## src/rtl/clkser_pkg.sv

```systemverilog
package clkser_pkg;

    localparam int unsigned HDR_W = 3;
    // Header sent LSB first: 1 then 0 then 0 (the last 0 selects a write).
    localparam logic [HDR_W-1:0] HDR_BITS = 3'b001;
    // Two preamble strobes precede the two strobes of each frame bit.
    localparam int unsigned PRE_STROBES = 2;

    typedef enum logic [3:0] {
        ST_IDLE,
        ST_PRE_LO_WAIT,
        ST_PRE_LO_STB,
        ST_PRE_HI_WAIT,
        ST_PRE_HI_STB,
        ST_BIT_LO_WAIT,
        ST_BIT_LO_STB,
        ST_BIT_HI_WAIT,
        ST_BIT_HI_STB,
        ST_DONE
    } ld_state_t;

    function automatic logic is_settle(ld_state_t s);
        return (s == ST_PRE_LO_WAIT) || (s == ST_PRE_HI_WAIT) ||
               (s == ST_BIT_LO_WAIT) || (s == ST_BIT_HI_WAIT);
    endfunction

endpackage

```

## src/rtl/clkser_settle.sv

```systemverilog
module clkser_settle #(
    parameter int unsigned SETTLE_CYC = 3250
) (
    input  logic clk,
    input  logic rst_n,
    input  logic load_i,
    output logic expired_o
);

    generate
        if (SETTLE_CYC <= 1) begin : g_single
            // A one-cycle window: the strobe follows right after one held cycle.
            assign expired_o = 1'b1;
        end else begin : g_count
            localparam int unsigned CNT_W = $clog2(SETTLE_CYC);
            localparam logic [CNT_W-1:0] RELOAD = CNT_W'(SETTLE_CYC - 1);

            logic [CNT_W-1:0] cnt_q;

            always_ff @(posedge clk or negedge rst_n) begin
                if (!rst_n) begin
                    cnt_q <= '0;
                end else if (load_i) begin
                    cnt_q <= RELOAD;
                end else if (cnt_q != '0) begin
                    cnt_q <= cnt_q - 1'b1;
                end
            end

            assign expired_o = (cnt_q == '0);
        end
    endgenerate

endmodule

```

## src/rtl/clkser_frame.sv

```systemverilog
module clkser_frame #(
    parameter int unsigned FRAME_W = 21
) (
    input  logic               clk,
    input  logic               rst_n,
    input  logic               load_i,
    input  logic [FRAME_W-1:0] frame_i,
    input  logic               advance_i,
    output logic               bit_o,
    output logic               last_o
);

    localparam int unsigned IDX_W = $clog2(FRAME_W);
    localparam logic [IDX_W-1:0] LAST_IDX = IDX_W'(FRAME_W - 1);

    logic [FRAME_W-1:0] shift_q;
    logic [IDX_W-1:0]   idx_q;

    always_ff @(posedge clk or negedge rst_n) begin
        if (!rst_n) begin
            shift_q <= '0;
            idx_q   <= '0;
        end else if (load_i) begin
            shift_q <= frame_i;
            idx_q   <= '0;
        end else if (advance_i) begin
            shift_q <= {1'b0, shift_q[FRAME_W-1:1]};
            idx_q   <= idx_q + 1'b1;
        end
    end

    assign bit_o  = shift_q[0];
    assign last_o = (idx_q == LAST_IDX);

endmodule

```

## src/rtl/clkser_loader.sv

```systemverilog
module clkser_loader
    import clkser_pkg::*;
#(
    parameter int unsigned LOC_W      = 5,
    parameter int unsigned PROG_W     = 13,
    parameter int unsigned SETTLE_CYC = 3250
) (
    input  logic              clk,
    input  logic              rst_n,
    input  logic              start,
    input  logic [LOC_W-1:0]  loc_i,
    input  logic [PROG_W-1:0] prog_i,
    output logic              ser_data_o,
    output logic              ser_clk_o,
    output logic              sel_o,
    output logic              strobe_o,
    output logic              done_o
);

    localparam int unsigned FRAME_W = HDR_W + LOC_W + PROG_W;

    ld_state_t state_q;
    ld_state_t state_d;

    logic tmr_load;
    logic tmr_expired;
    logic frm_load;
    logic frm_advance;
    logic frm_bit;
    logic frm_last;

    // State register
    always_ff @(posedge clk or negedge rst_n) begin
        if (!rst_n) begin
            state_q <= ST_IDLE;
        end else begin
            state_q <= state_d;
        end
    end

    // Next-state logic
    always_comb begin
        state_d = state_q;
        unique case (state_q)
            ST_IDLE:        if (start) state_d = ST_PRE_LO_WAIT;
            ST_PRE_LO_WAIT: if (tmr_expired) state_d = ST_PRE_LO_STB;
            ST_PRE_LO_STB:  state_d = ST_PRE_HI_WAIT;
            ST_PRE_HI_WAIT: if (tmr_expired) state_d = ST_PRE_HI_STB;
            ST_PRE_HI_STB:  state_d = ST_BIT_LO_WAIT;
            ST_BIT_LO_WAIT: if (tmr_expired) state_d = ST_BIT_LO_STB;
            ST_BIT_LO_STB:  state_d = ST_BIT_HI_WAIT;
            ST_BIT_HI_WAIT: if (tmr_expired) state_d = ST_BIT_HI_STB;
            ST_BIT_HI_STB:  state_d = frm_last ? ST_DONE : ST_BIT_LO_WAIT;
            ST_DONE:        state_d = ST_IDLE;
            default:        state_d = ST_IDLE;
        endcase
    end

    // Timer reload on entry to any settle window; frame capture only from IDLE.
    assign tmr_load    = is_settle(state_d) && !is_settle(state_q);
    assign frm_load    = (state_q == ST_IDLE) && start;
    assign frm_advance = (state_q == ST_BIT_HI_STB) && !frm_last;

    // Output decode
    always_comb begin
        ser_data_o = 1'b0;
        ser_clk_o  = 1'b0;
        sel_o      = 1'b0;
        strobe_o   = 1'b0;
        done_o     = 1'b0;
        unique case (state_q)
            ST_IDLE, ST_PRE_LO_WAIT: ;
            ST_PRE_LO_STB: strobe_o = 1'b1;
            ST_PRE_HI_WAIT: sel_o = 1'b1;
            ST_PRE_HI_STB: begin
                sel_o    = 1'b1;
                strobe_o = 1'b1;
            end
            ST_BIT_LO_WAIT: begin
                sel_o      = 1'b1;
                ser_data_o = frm_bit;
            end
            ST_BIT_LO_STB: begin
                sel_o      = 1'b1;
                ser_data_o = frm_bit;
                strobe_o   = 1'b1;
            end
            ST_BIT_HI_WAIT: begin
                sel_o      = 1'b1;
                ser_data_o = frm_bit;
                ser_clk_o  = 1'b1;
            end
            ST_BIT_HI_STB: begin
                sel_o      = 1'b1;
                ser_data_o = frm_bit;
                ser_clk_o  = 1'b1;
                strobe_o   = 1'b1;
            end
            ST_DONE: done_o = 1'b1;
            default: ;
        endcase
    end

    clkser_settle #(
        .SETTLE_CYC (SETTLE_CYC)
    ) settle_i (
        .clk       (clk),
        .rst_n     (rst_n),
        .load_i    (tmr_load),
        .expired_o (tmr_expired)
    );

    clkser_frame #(
        .FRAME_W (FRAME_W)
    ) frame_i (
        .clk       (clk),
        .rst_n     (rst_n),
        .load_i    (frm_load),
        .frame_i   ({prog_i, loc_i, HDR_BITS}),
        .advance_i (frm_advance),
        .bit_o     (frm_bit),
        .last_o    (frm_last)
    );

endmodule

```

## config.mk

```make
export PLATFORM = sky130hd
export DESIGN_NAME = clkser_loader
export DESIGN_NICKNAME = d
export VERILOG_FILES = /design/src/rtl/clkser_pkg.sv /design/src/rtl/clkser_settle.sv /design/src/rtl/clkser_frame.sv /design/src/rtl/clkser_loader.sv
export SDC_FILE = /design/constraint.sdc
export NUM_CORES = 1
export LEC_CHECK = 0
export ABC_AREA = 1
export BUFFER_PORTS_ARGS = -buffer_cell sky130_fd_sc_hd__buf_2
export CORE_MARGIN = 2
export CORE_UTILIZATION = 55
export CTS_BUF_LIST = sky130_fd_sc_hd__clkbuf_4
export CTS_CLUSTER_DIAMETER = 60
export DETAILED_ROUTE_END_ITERATION = 8
export PLACE_DENSITY = 0.78
export SYNTH_ARGS = -nofsm -noshare
export SYNTH_HDL_FRONTEND = slang
export SYNTH_SLANG_ARGS = --single-unit
```

## constraint.sdc

```tcl
create_clock -name clk -period 4.6 [get_ports clk]
set_input_delay 0.46 -clock clk [delete_from_list [all_inputs] [get_ports clk]]
set_output_delay 0.46 -clock clk [all_outputs]
set_load 0.01 [all_outputs]
```

==> run_results.csv <==
group,metric,value,unit
cts,clkSinkCount,42,
global_routing,grt_util_met2,0.3066,
layout,syn2layout_area_growth,7.941,%
cts,cts_tree,"yes",
layout,most-common-layout-cells,"63 x nand3_1, 58 x nand2_1, 42 x dfrtp_1",
synth,postSynthAreaPerCell,7.878,sq um
sta,finalSetupViolations,0,
power,clockPowerShare,0.334,
power,p_int,437.3,uW
synth,syn_area,2364,sq um
placed_design,dp_slack,2.181,ns
global_routing,use_met3,0.04215,
synth,ys.flop_type,"dfrtp_1",
global_routing,first_global_vias,1874,
cts,clockBufferDepth,2,
placed_design,portBuffers,25,
global_routing,grt_usage,0.2096,
cts,cts_resized,0,
synth,synth.distinct_cells,29,
setup_path,crit_arrival,2.71,ns
placed_design,place.gp.congestion,0.8965,
cts,cts-root-buf,"clkbuf_4",
sta,whs,0.2056,ns
setup_path,start_kind,"flip-flop",
sta,tightestPinTransition,0.9210,ns
synth,synth_fp_nets,325,
setup_path,crit_fanout,27,
layout,final_common_cell,"nand3_1",
die,io_pins,26,
synth,yosys_warnings,0,
drt,avgRoutedWirePerCell,12.56,um
setup_path,path_cells,"inv_1, ha_1, nand4_1, nand2_4, nand2_2, nand3_1, o21ai_0",
global_routing,grt-ovfl-total,0,
drt,dr.pass1.iters,4,
cts,htree_levels,2,
synth,yosys-top-cells-area,"dfrtp_1 44%, nand3_1 13%, nand2_1 9.2%",
synth,synth-seq-cells,42,
setup_path,cpPeakStageDelay,0.71,ns
sta,hold_viol,0,
drt,drt_iter0_drc,141,
cts,clk_pin_slew,0.14,ns
global_routing,antenna_found_initial,0,
drt,routed_wl,4671,um
synth,seq_area_frac_synth,0.4447,
sta,relSlewSlack,0.3842,
die,die_x,69.56,um
sta,fin_ws,2.140,ns
synth,synth_top_area_cell,"dfrtp_1",
synth,syn_inst,300,
cts,clock_latency,0.37,ns
sta,finalSetupTns,0,ns
drt,viasPerCell,5.562,
power,switchingPower,139.3,uW
synth,async_flop_share,1.000,
global_routing,grt_max_degree,46,
power,p_per_area,226.0,nW/um^2
drt,final_antenna_net_count,0,
sta,timing.final.crit_share,0.5349,
power,total_power,576.6,uW
power,pwr-share-comb,0.026,
sta,rsz0062_at_grt,"no",
sta,finClkSkew,0.01395,ns
power,power.leakage,1.275,nW
layout,nNetsFinal,346,
setup_path,required,4.85,ns
die,core,4058,sq um
power,vdd_drop_max,0.1687,mV
setup_path,crit_type,"flip-flop to flip-flop",
die,start_util,0.5825,
synth,synth_top_area_frac,0.4447,
die,fp-row-count,23,
cts,hold_buffers,0,
hold_path,hold_path_class,"primary input to asynchronous set/reset pin",
global_routing,top_usage_layer,"met1",
power,switching_share,0.2416,
placed_design,dp_hpwl,3310,um
cts,numCtsBuffers,5,
global_routing,grt_pass1_wl,8252,um
run_status,outcome,"completed",
power,power_frac_seq,0.640,
drt,vias,2069,
layout,antennaDiodeCount,0,
synth,synth-edff-count,0,
die,fp.dieH,69.56,um
sta,drv_slew,0,
setup_path,crit_slowest_cell,"nand4_1",
layout,drive_above_1_share,0.1863,
setup_path,end_kind,"flip-flop",
die,die_area,4838,sq um
cts,cts_setup_buffers,0,
sta,fin_crit,2.460,ns
sta,max_freq,406.4,MHz
drt,drcViolationCount,0,
global_routing,met1_usage,0.3085,
job,drv_cap,0,
critical path, delay by kind of cell, from the launching register on:
kind	cells	cell delay, ns
flip-flops	1	0.43
buffers and inverters	1	0.10
AND/OR/NAND/NOR	4	1.57
AO/OA/AOI/OAI	1	0.10
adder cells (fa/ha/maj)	1	0.15
power by group through the flow:
stage | clock network [mW] | registers [mW] | logic, mW
floorplan | 0 | 0.376 | 0.00000115
global placement | 0 | 0.376 | 0.0154
detailed placement | 0 | 0.376 | 0.0157
CTS | 0.197 | 0.369 | 0.0158
global route | 0.210 | 0.369 | 0.0177
finish | 0.192 | 0.369 | 0.0149
final timing paths:
kind / from / cells after the start / slack (ns) / end
setup / recovery: frame_i.idx_q[0] / 7 / 2.14 / frame_i.idx_q[4]
hold / removal: rst_n / 1 / 0.21 / frame_i.shift_q[12]
setup reg to reg: frame_i.idx_q[0] / 7 / 2.14 / frame_i.idx_q[4]
hold reg to reg: frame_i.shift_q[1] / 2 / 0.52 / frame_i.shift_q[1]
max in group asynchronous: rst_n / 1 / 3.82 / state_q[1]
min in group clk: prog_i[12] / 3 / 0.28 / frame_i.shift_q[20]
registers in the layout, summed over array words and instances (netlist names):
name                    count
frame_i.shift_q            21
frame_i.idx_q               5
settle_i.g_count.cnt_q     12
state_q                     4
metal layers:
| layer | share of wire | vias to the layer above |
|---|---|---|
| met3 | 0.042 | 8 |
| met1 | 0.50 | 971 |
| met2 | 0.44 | 43 |
| met4 | 0.016 | 0 |
| met5 | 0 | - |
| li1 | - | 1047 |
Yosys cell counts, types with 4 or more instances:
master / n
dfrtp_1: 42
o21ai_0: 15
inv_1: 28
inv_2: 6
buf_2: 8
nor2_2: 10
nand3_1: 63
xor2_1: 4
nand2_1: 58
nand4_1: 19
ha_1: 4
nor2_1: 17
final cells by class:
| type | instances | area [sq um] |
|---|---|---|
| flip-flops and latches | 42 | 1051 |
| inverters | 34 | 127.6 |
| multi-input cells | 213 | 1122 |
| well taps | 50 | 62.56 |
| clock buffers | 5 | 37.54 |
| repair buffers | 25 | 125.1 |
| fillers | 367 | 1506 |
| clock inverters | 3 | 25.02 |
stage by stage:
step | utilization | cell area (sq um) | cells
6_report | 0.6287 | 2551 | 372
5_1_grt | 0.6287 | 2551 | 372
2_1_floorplan | - | 2364 | 300
3_5_place_dp | 0.6133 | 2489 | 364
3_3_place_gp | 0.6133 | 2489 | 364
4_1_cts | 0.6287 | 2551 | 372
cells by family after synthesis:
logic type	after synthesis	share of synthesized area
and+or+nand+nor	182	0.3870
buffers and inverters	45	0.08046
DFF	42	0.4447
AOI/OAI and AO/OA	23	0.05188
xor gates and xnor gates	4	0.01482
adders and majority gates	4	0.02118
No activity file was read; power rests on OpenSTA's default activity.
